**src/rtl/qdt_pkg.sv**
```systemverilog
`timescale 1ns/1ps
package qdt_pkg;
  // control byte field positions
  localparam int CR_EN      = 7;
  localparam int CR_PERIOD  = 6;
  localparam int CR_PRE_HI  = 3;
  localparam int CR_PRE_LO  = 2;
  localparam int CR_WIDE    = 1;
  localparam int CR_ONESHOT = 0;
  localparam int CR_W       = 8;

  // register word slots inside a channel window
  typedef enum logic [1:0] {
    SLOT_LOAD = 2'd0,
    SLOT_VAL  = 2'd1,
    SLOT_CTRL = 2'd2,
    SLOT_BG   = 2'd3
  } ch_slot_e;

  // shared window slots
  typedef enum logic [1:0] {
    SH_MASK  = 2'd0,
    SH_RAW   = 2'd1,
    SH_MSK   = 2'd2,
    SH_CLEAR = 2'd3
  } sh_slot_e;
endpackage

```
**src/rtl/qdt_prescaler.sv**
```systemverilog
`timescale 1ns/1ps
module qdt_prescaler #(
  parameter int MID_LOG = 4,
  parameter int HI_LOG  = 8
) (
  input  logic       clk,
  input  logic       rst_n,
  input  logic       restart,
  input  logic [1:0] rate,
  output logic       tick
);
  localparam int PW = HI_LOG;
  localparam logic [PW-1:0] LIM_MID = PW'((1 << MID_LOG) - 1);
  localparam logic [PW-1:0] LIM_HI  = PW'((1 << HI_LOG) - 1);

  logic [PW-1:0] pcnt_q, pcnt_n, limit;

  always_comb begin
    case (rate)
      2'b00:   limit = '0;
      2'b01:   limit = LIM_MID;
      default: limit = LIM_HI;
    endcase
  end

  assign tick = (pcnt_q == limit);

  always_comb begin
    if (restart || tick) pcnt_n = '0;
    else                 pcnt_n = pcnt_q + 1'b1;
  end

  always_ff @(posedge clk or negedge rst_n) begin
    if (!rst_n) pcnt_q <= '0;
    else        pcnt_q <= pcnt_n;
  end
endmodule

```
**src/rtl/qdt_channel.sv**
```systemverilog
`timescale 1ns/1ps
module qdt_channel
  import qdt_pkg::*;
#(
  parameter int DW      = 32,
  parameter int HALF    = 16,
  parameter int MID_LOG = 4,
  parameter int HI_LOG  = 8
) (
  input  logic            clk,
  input  logic            rst_n,
  input  logic            ld_we,
  input  logic            bg_we,
  input  logic            cr_we,
  input  logic [DW-1:0]   wdata,
  output logic [DW-1:0]   val,
  output logic [DW-1:0]   ld_val,
  output logic [DW-1:0]   bg_val,
  output logic [CR_W-1:0] cr_val,
  output logic            evt,
  output logic            done
);
  localparam logic [DW-1:0] NARROW_MASK = {{(DW-HALF){1'b0}}, {HALF{1'b1}}};

  logic [DW-1:0]   cnt_q, cnt_n, ld_q, ld_n, bg_q, bg_n, wmask, eff;
  logic [CR_W-1:0] cr_q, cr_n;
  logic            done_q, done_n, tick;

  qdt_prescaler #(.MID_LOG(MID_LOG), .HI_LOG(HI_LOG)) pre_i (
    .clk     (clk),
    .rst_n   (rst_n),
    .restart (cr_we),
    .rate    (cr_q[CR_PRE_HI:CR_PRE_LO]),
    .tick    (tick)
  );

  assign wmask = cr_q[CR_WIDE] ? '1 : NARROW_MASK;
  assign eff   = cnt_q & wmask;

  always_comb begin
    cnt_n  = cnt_q;
    done_n = done_q;
    ld_n   = ld_q;
    bg_n   = bg_q;
    cr_n   = cr_q;
    evt    = 1'b0;
    if (bg_we) bg_n = wdata;
    if (cr_we) begin
      cr_n   = wdata[CR_W-1:0];
      done_n = 1'b0;
    end
    if (ld_we) begin
      ld_n   = wdata;
      cnt_n  = wdata;
      done_n = 1'b0;
    end else if (cr_q[CR_EN] && !done_q && tick) begin
      if (eff == '0) begin
        evt = 1'b1;
        if (cr_q[CR_ONESHOT]) begin
          cnt_n  = '0;
          done_n = 1'b1;
        end else if (cr_q[CR_PERIOD]) begin
          cnt_n = bg_q & wmask;
        end else begin
          cnt_n = wmask;
        end
      end else begin
        cnt_n = eff - 1'b1;
      end
    end
  end

  always_ff @(posedge clk or negedge rst_n) begin
    if (!rst_n) begin
      cnt_q  <= '0;
      done_q <= 1'b0;
      ld_q   <= '0;
      bg_q   <= '0;
      cr_q   <= '0;
    end else begin
      cnt_q  <= cnt_n;
      done_q <= done_n;
      if (ld_we) ld_q <= ld_n;
      if (bg_we) bg_q <= bg_n;
      if (cr_we) cr_q <= cr_n;
    end
  end

  assign val    = eff;
  assign ld_val = ld_q;
  assign bg_val = bg_q;
  assign cr_val = cr_q;
  assign done   = done_q;
endmodule

```
**src/rtl/quad_dcount_timer.sv**
```systemverilog
`timescale 1ns/1ps
module quad_dcount_timer
  import qdt_pkg::*;
#(
  parameter int NUM_CH  = 4,
  parameter int DW      = 32,
  parameter int AW      = 12,
  parameter int HALF    = 16,
  parameter int MID_LOG = 4,
  parameter int HI_LOG  = 8
) (
  input  logic          clk,
  input  logic          rst_n,
  input  logic          psel,
  input  logic          penable,
  input  logic          pwrite,
  input  logic [AW-1:0] paddr,
  input  logic [DW-1:0] pwdata,
  output logic [DW-1:0] prdata,
  output logic          irq
);
  localparam int WIN_W = AW - 4;

  logic                         wr_en, sh_hit;
  logic [1:0]                   slot;
  logic [WIN_W-1:0]             win;
  logic [NUM_CH-1:0]            ch_hit, ch_evt, ch_done, ch_wide;
  logic [NUM_CH-1:0][DW-1:0]    ch_val, ch_ld, ch_bg;
  logic [NUM_CH-1:0][CR_W-1:0]  ch_cr;
  logic [NUM_CH-1:0]            mask_q, mask_n, raw_q, raw_n, clr_bits;
  logic                         mask_we, clr_we;

  assign wr_en  = psel && penable && pwrite;
  assign win    = paddr[AW-1:4];
  assign slot   = paddr[3:2];
  assign sh_hit = (win == '0);

  genvar gi;
  generate
    for (gi = 0; gi < NUM_CH; gi++) begin : g_ch
      localparam logic [WIN_W-1:0] MY_WIN = WIN_W'(gi + 1);
      logic hit_we;
      assign ch_hit[gi] = (win == MY_WIN);
      assign hit_we     = wr_en && ch_hit[gi];
      qdt_channel #(
        .DW(DW), .HALF(HALF), .MID_LOG(MID_LOG), .HI_LOG(HI_LOG)
      ) ch_i (
        .clk    (clk),
        .rst_n  (rst_n),
        .ld_we  (hit_we && (slot == SLOT_LOAD)),
        .bg_we  (hit_we && (slot == SLOT_BG)),
        .cr_we  (hit_we && (slot == SLOT_CTRL)),
        .wdata  (pwdata),
        .val    (ch_val[gi]),
        .ld_val (ch_ld[gi]),
        .bg_val (ch_bg[gi]),
        .cr_val (ch_cr[gi]),
        .evt    (ch_evt[gi]),
        .done   (ch_done[gi])
      );
      assign ch_wide[gi] = ch_cr[gi][CR_WIDE];
    end
  endgenerate

  assign mask_we  = wr_en && sh_hit && (slot == SH_MASK);
  assign clr_we   = wr_en && sh_hit && (slot == SH_CLEAR);
  assign clr_bits = clr_we ? pwdata[NUM_CH-1:0] : '0;

  always_comb begin
    mask_n = mask_we ? pwdata[NUM_CH-1:0] : mask_q;
    raw_n  = (raw_q & ~clr_bits) | ch_evt;
  end

  always_ff @(posedge clk or negedge rst_n) begin
    if (!rst_n) begin
      mask_q <= '0;
      raw_q  <= '0;
    end else begin
      if (mask_we) mask_q <= mask_n;
      raw_q <= raw_n;
    end
  end

  assign irq = |(raw_q & mask_q);

  always_comb begin
    prdata = '0;
    if (sh_hit) begin
      case (slot)
        SH_MASK: prdata = {{(DW-NUM_CH){1'b0}}, mask_q};
        SH_RAW:  prdata = {{(DW-NUM_CH){1'b0}}, raw_q};
        SH_MSK:  prdata = {{(DW-NUM_CH){1'b0}}, raw_q & mask_q};
        default: prdata = '0;
      endcase
    end
    for (int i = 0; i < NUM_CH; i++) begin
      if (ch_hit[i]) begin
        case (slot)
          SLOT_LOAD: prdata = ch_ld[i];
          SLOT_VAL:  prdata = ch_val[i];
          SLOT_CTRL: prdata = {{(DW-CR_W){1'b0}}, ch_cr[i]};
          default:   prdata = ch_bg[i];
        endcase
      end
    end
  end
endmodule

```
**config.mk**
```make
export PLATFORM = sky130hd
export DESIGN_NAME = quad_dcount_timer
export DESIGN_NICKNAME = d
export VERILOG_FILES = /design/src/rtl/qdt_pkg.sv /design/src/rtl/qdt_prescaler.sv /design/src/rtl/qdt_channel.sv /design/src/rtl/quad_dcount_timer.sv
export SDC_FILE = /design/constraint.sdc
export NUM_CORES = 1
export LEC_CHECK = 0
export ABC_AREA = 1
export BUFFER_PORTS_ARGS = -buffer_cell sky130_fd_sc_hd__buf_2
export CAP_MARGIN = 20
export CORE_MARGIN = 5
export CORE_UTILIZATION = 25
export CTS_CLUSTER_SIZE = 16
export DETAILED_ROUTE_END_ITERATION = 8
export SETUP_SLACK_MARGIN = 0.4
export SYNTH_ARGS = -nofsm -noshare
export SYNTH_HDL_FRONTEND = slang
export SYNTH_SLANG_ARGS = --single-unit
```
**constraint.sdc**
```tcl
create_clock -name clk -period 5.4 [get_ports clk]
set_input_delay 1.35 -clock clk [delete_from_list [all_inputs] [get_ports clk]]
set_output_delay 1.35 -clock clk [all_outputs]
set_load 0.01 [all_outputs]
```
==> results of run 1 <==
==> stage by stage <==
step                utilization  total power [mW]  instances  hold WS [ns]  cell area [um^2]
global route              0.287              12.9       5716         0.498             32700
floorplan                     -              6.92       4134         0.448             28600
CTS                       0.287              12.1       5715         0.482             32700
finish                    0.287              12.1       5717         0.478             32700
global placement          0.269              8.05       5614         0.463             30700
detailed placement        0.269              8.06       5614         0.466             30700
==> sequential cells by signal, indices dropped and copies added (netlist names) <==
register / flops
raw_q: 4
g_ch.ch_i.cr_val: 32
g_ch.ch_i.bg_val: 128
g_ch.ch_i.done: 4
g_ch.ch_i.pre_i.pcnt_q: 32
mask_q: 4
g_ch.ch_i.ld_val: 128
g_ch.ch_i.cnt_q: 128
==> metal layers <==
layer	routed length [um]	GRT usage	vias up
met5	35	0	-
met4	3640	0.0553	6
met3	10900	0.0409	206
met2	49100	0.278	1277
met1	48900	0.251	13700
li1	-	-	13400
==> kinds of logic after synthesis <==
group	share of synthesized area
buffers and inverters	0.0973
adders and majority gates	0.00525
and+or+nand+nor	0.345
AOI/OAI and AO/OA	0.130
xor gates and xnor gates	0.0199
DFF	0.403
==> worst paths after layout <==
kind                                                          from                                      to  slack, ns  depth (start not counted)
worst max-delay path                                      paddr[2]                              prdata[22]       0.47                          9
worst min-delay path            g_ch[2].ch_i.ld_val[9]$_DFFE_PN0P_      g_ch[2].ch_i.ld_val[9]$_DFFE_PN0P_       0.48                          2
worst max register to register  g_ch[2].ch_i.cr_val[3]$_DFFE_PN0P_                      raw_q[2]$_DFF_PN0_       2.34                          8
worst min register to register  g_ch[2].ch_i.ld_val[9]$_DFFE_PN0P_      g_ch[2].ch_i.ld_val[9]$_DFFE_PN0P_       0.48                          2
max in group asynchronous                                    rst_n     g_ch[0].ch_i.ld_val[29]$_DFFE_PN0P_       3.46                          2
min in group asynchronous                                    rst_n  g_ch[2].ch_i.pre_i.pcnt_q[5]$_DFF_PN0_       0.77                          1
==> final cells by class <==
type                    count  area share
clock buffers              78      0.0499
well taps                1512      0.0578
repair buffers            169      0.0376
inverters                 472      0.0545
flip-flops and latches    460       0.352
diodes                      2    0.000153
clock inverters            20     0.00971
multi-input cells        3004       0.439
==> report_power, final <==
| group | total, mW | internal, mW | switching, mW |
|---|---|---|---|
| clock network | 4.05 | 2.47 | 1.58 |
| registers | 3.71 | 3.57 | 0.133 |
| logic | 4.39 | 1.26 | 3.12 |
| total | 12.1 | 7.31 | 4.84 |
==> cells in the mapped netlist (all sizes together), types with 2 or more instances <==
| cell | count | area (um^2) |
|---|---|---|
| o22ai | 53 | 332 |
| o21ai | 441 | 2210 |
| clkbuf | 109 | 409 |
| xnor2 | 9 | 78.8 |
| nor3b | 2 | 15.0 |
| nand3b | 5 | 37.5 |
| a21oi | 74 | 370 |
| o211ai | 16 | 120 |
| a211oi | 8 | 60.1 |
| o2111ai | 14 | 123 |
| and2 | 5 | 31.3 |
| buf | 89 | 592 |
| ha | 12 | 150 |
| xor2 | 56 | 490 |
| nor4 | 2 | 12.5 |
| clkinv | 5 | 25.0 |
| nand2 | 1424 | 5650 |
| dfrtp | 460 | 11500 |
| or2 | 3 | 18.8 |
| inv | 467 | 1760 |
| nor3 | 29 | 181 |
| nand3 | 411 | 2140 |
| nand4 | 43 | 297 |
| nor2 | 339 | 1480 |
| o221ai | 54 | 473 |
==> critical path, delay by kind of cell <==
kind / cells / cell delay [ns]
buffers and inverters: 5 / 1.20
AOI/OAI and AO/OA: 2 / 0.66
and+or+nand+nor: 2 / 0.32
==> repair_timing <==
item	in CTS	in global routing
setup buffers	3	0
endpoints found under the setup margin	2	5
gates resized for setup	2	5
==> run summary, run 1 <==
status: finished clean
H-tree depth: 2
Most used DFF post-synth: dfrtp_1
Net Count, Synth: 4195
initial antenna violation count: 16
cts bufs inserted: 55
Clk Latency, worst-skew pair: 0.63 ns
clk sinks: 460
die area: 121000 um^2
number of global-route vias before repair: 26800
endpoints failing hold: 0
Std-Cell Rows: 124
highest clock rate: 203 MHz
syn avg cell area: 6.92 um^2
Seq. cell area: 11500 um^2
Period minus WS final: 4.93 ns
Startpoint Class: input port
worst hold path type: register to register
CP Class: input port to output pin
Ys Warns: 0
NumNets Final: 4223
Root Buffer: clkbuf_16
Yosys cell types: 49
leading cell type in the layout, fill and taps excluded: nand2_1
largest net degree at the start of global routing: 108
via count: 28600
EDFF count, synth: 0
CP most frequent cell: buf_12
number of nets with antenna violations after routing: 0
vias per inst: 4.99
TNS Setup: 0 ns
Max clock buf depth: 3
Final Cycle Share: 0.913
Worst Skew: 0.0238 ns
CTS tree: done
CP arrival: 3.58 ns
post-DP HPWL: 82100 um
Slowest-stage cell, CP: o21ai_0
Cell Pwr Density: 371 nW/um^2
IO Count: 82
multi-input logic area: 14400 um^2
Post-CTS Hold Buffers: 0
critical-path cell list: clkbuf_4 -> nor2_4 -> inv_2 -> buf_12 -> buf_12 -> o22ai_1 -> o21ai_0 -> nand4_1 -> buf_2
max cap viols: 0
synthesis-to-layout area growth: 14.5%
headroom to the max-slew limit: 0.278
Async S/R FF share, synth: 1.00
number of fill cells: 12500
Yosys reg bits: 460
Worst-path clk slew: 0.05 ns
Core Area: 114000 um^2
RSZ-0062 raised after global routing: false
WL/cell: 19.7 um
first-pass GRT wire length: 169000 um
Max IR drop VDD: 0.000237 V
First-pass DRT Iterations: 6
DP Worst Slack: 0.340 ns
DRC Markers: 0
critical path peak fanout: 21
Final Setup Violations: 0
Die W: 348 um
CP max stage delay: 0.55 ns
I/O Buffers: 79
Global Route Usage Sum: 0.180
share of cells above drive strength 1: 0.101
sequential area share after synthesis: 0.403
commonest non-fill, non-tap cells in the layout: nand2_1 (1346), dfrtp_1 (460), inv_1 (452)
drt first-iter violations: 3100
Mapped Area: 28600 um^2
worst setup margin: 0.472 ns
Required @ worst endpoint: 4.05 ns
Congestion Overflow GR: 0
Worst Tran Pin Value: 1.08 ns
Leakage: 16.8 nW
Worst setup EP type: output pin
routability cong.: 0.975
Die Ht: 348 um
fin. max-slew vios: 0
Cells after Synth: 4134
Post-Route WL: 113000 um
Initial Util: 0.251
(Power assumes the default switching activity.)
==> run 2: changes to the inputs <==
==> constraint.sdc (replaced) <==
create_clock -name clk -period 6.1 [get_ports clk]
set_input_delay 1.525 -clock clk [delete_from_list [all_inputs] [get_ports clk]]
set_output_delay 1.525 -clock clk [all_outputs]
set_load 0.01 [all_outputs]
==> run summary, run 2 (synthesis gave the netlist of run 1 again) <==
DP Worst Slack: 0.441 ns (+0.100 ns)
worst hold path type: register to register
CP Class: input port to output pin
Global Route Usage Sum: 0.179 (-0.000908)
Period minus WS final: 5.60 ns
clk sinks: 460 (unchanged)
Final Cycle Share: 0.918
Max IR drop VDD: 0.000202 V (-15%)
share of cells above drive strength 1: 0.0996 (-0.00126)
number of nets with antenna violations after routing: 0 (unchanged)
Congestion Overflow GR: 0 (unchanged)
highest clock rate: 179 MHz
First-pass DRT Iterations: 7 (+1)
WL/cell: 19.6 um (-0.21%)
synthesis-to-layout area growth: 14.0%
drt first-iter violations: 2988 (-3.6%)
DRC Markers: 0 (unchanged)
Final Setup Violations: 0 (unchanged)
number of global-route vias before repair: 26500 (-0.96%)
Initial Util: 0.251 (unchanged)
fin. max-slew vios: 0 (unchanged)
cts bufs inserted: 56 (+1.8%)
Die W: 348 um (unchanged)
NetSw: 4.32 mW (-11%)
Reg power frac: 0.305 (about the same)
IO Count: 82 (unchanged)
die area: 121000 um^2 (unchanged)
initial antenna violation count: 19 (+3)
Root Buffer: clkbuf_16
WHS: 0.477 ns (-0.00161 ns)
Worst-path clk slew: 0.05 ns (about the same)
Layout Cell Area excl Fill: 32600 um^2 (-0.41%)
Clk Latency, worst-skew pair: 0.64 ns (about the same)
routability cong.: 0.962 (-1.3%)
NumNets Final: 4211 (-0.28%)
TNS Setup: 0 ns (unchanged)
Comb power frac: 0.360 (about the same)
Worst Skew: 0.0196 ns (-0.00417 ns)
RSZ-0062 raised after global routing: false
post-DP HPWL: 80800 um (-1.6%)
first-pass GRT wire length: 168000 um (-0.83%)
worst setup margin: 0.499 ns (+0.0266 ns)
Final Core Density: 0.286 (-0.00117)
Startpoint Class: input port
max cap viols: 0 (unchanged)
Max clock buf depth: 3 (unchanged)
headroom to the max-slew limit: 0.331 (+0.0528)
critical path peak fanout: 17 (-19%)
Required @ worst endpoint: 4.58 ns (+0.53 ns)
Post-Route WL: 112000 um (-0.31%)
leading cell type in the layout, fill and taps excluded: nand2_1
Sw Share: 0.403 (+0.00408)
largest net degree at the start of global routing: 114 (+5.6%)
via count: 28200 (-1.3%)
Std-Cell Rows: 124 (unchanged)
CTS tree: done
Die Ht: 348 um (unchanged)
placed cell areas: 30600 um^2 (-0.29%)
commonest non-fill, non-tap cells in the layout: nand2_1 (1346), dfrtp_1 (460), inv_1 (453)
status: finished clean
Core Area: 114000 um^2 (unchanged)
vias per inst: 4.94 (-1.2%)
Leakage: 16.7 nW (-0.45%)
I/O Buffers: 79 (unchanged)
endpoints failing hold: 0 (unchanged)
Worst setup EP type: output pin
Clock power frac: 0.335 (about the same)
P_int: 6.41 mW (-12%)
CP arrival: 4.08 ns (+0.50 ns)
H-tree depth: 2 (unchanged)
Worst Tran Pin Value: 1.00 ns (-0.0789 ns)
Cell Pwr Density: 329 nW/um^2 (-11%)
-- run 2: cell count changes in the layout (fill, tap and decap cells not counted), moves of 2 or more --
cell and change:
buf_4 -12, clkbuf_4 -2, inv_6 +2, clkinvlp_4 +3, clkbuf_8 -4, clkinv_2 +8, clkbuf_1 -3, buf_2 +2
-- run 2: path summary, 6_finish.rpt --
check,start,endpoint,slack [ns],cells past startpoint
max,paddr[2],prdata[16],0.50,8
min,g_ch[1].ch_i.ld_val[15]$_DFFE_PN0P_,g_ch[1].ch_i.ld_val[15]$_DFFE_PN0P_,0.48,2
max reg2reg,g_ch[2].ch_i.cr_val[3]$_DFFE_PN0P_,g_ch[2].ch_i.cnt_q[25]$_DFFE_PN0P_,3.27,9
min reg2reg,g_ch[1].ch_i.ld_val[15]$_DFFE_PN0P_,g_ch[1].ch_i.ld_val[15]$_DFFE_PN0P_,0.48,2
max in group asynchronous,rst_n,g_ch[3].ch_i.ld_val[15]$_DFFE_PN0P_,4.07,2
min in group asynchronous,rst_n,g_ch[3].ch_i.pre_i.pcnt_q[1]$_DFF_PN0_,0.89,1
-- run 2: repair_timing --
action,CTS,global route
hold buffers,0,0
resized for setup,0,1
setup endpoints to repair,0,1
buffers inserted,0,0
-- run 2: area by class of cell --
type / count / area (um^2)
clock buffers: 72 / 1590
fillers: 12500 / 81400
diodes: 3 / 7.51
flip-flops and latches: 460 / 11500
multi-input cells: 3004 / 14300
repair buffers: 156 / 1110
clock inverters: 32 / 363
inverters: 472 / 1780
well taps: 1512 / 1890
-- run 2: metal layers --
layer | global-route usage | routed length, um | vias up
li1 | - | - | 13400
met1 | 0.248 | 48600 | 13400
met2 | 0.274 | 48900 | 1190
met3 | 0.0428 | 10900 | 184
met4 | 0.0602 | 3690 | 14
met5 | 0 | 97 | -
-- run 2: critical path: stages --
cell	delay, ns
buf_2	0.39
nand2_4	0.27
inv_1	0.49
buf_4	0.28
a21oi_1	0.08
o2111ai_1	0.63
buf_4	0.25
buf_2	0.13
-- run 2: power groups by stage --
stage               logic [mW]  registers [mW]  clock network [mW]
floorplan                 2.83            3.30                   0
global placement          3.80            3.33                   0
detailed placement        3.80            3.33                   0
CTS                       3.82            3.27                3.64
global route              4.27            3.29                3.76
finish                    3.87            3.28                3.59
-- run 2: stage by stage --
stage / instances / power (mW)
2_1_floorplan: 4134 / 6.13
3_3_place_gp: 5603 / 7.13
3_5_place_dp: 5604 / 7.13
4_1_cts: 5708 / 10.7
5_1_grt: 5711 / 11.3
6_report: 5711 / 10.7
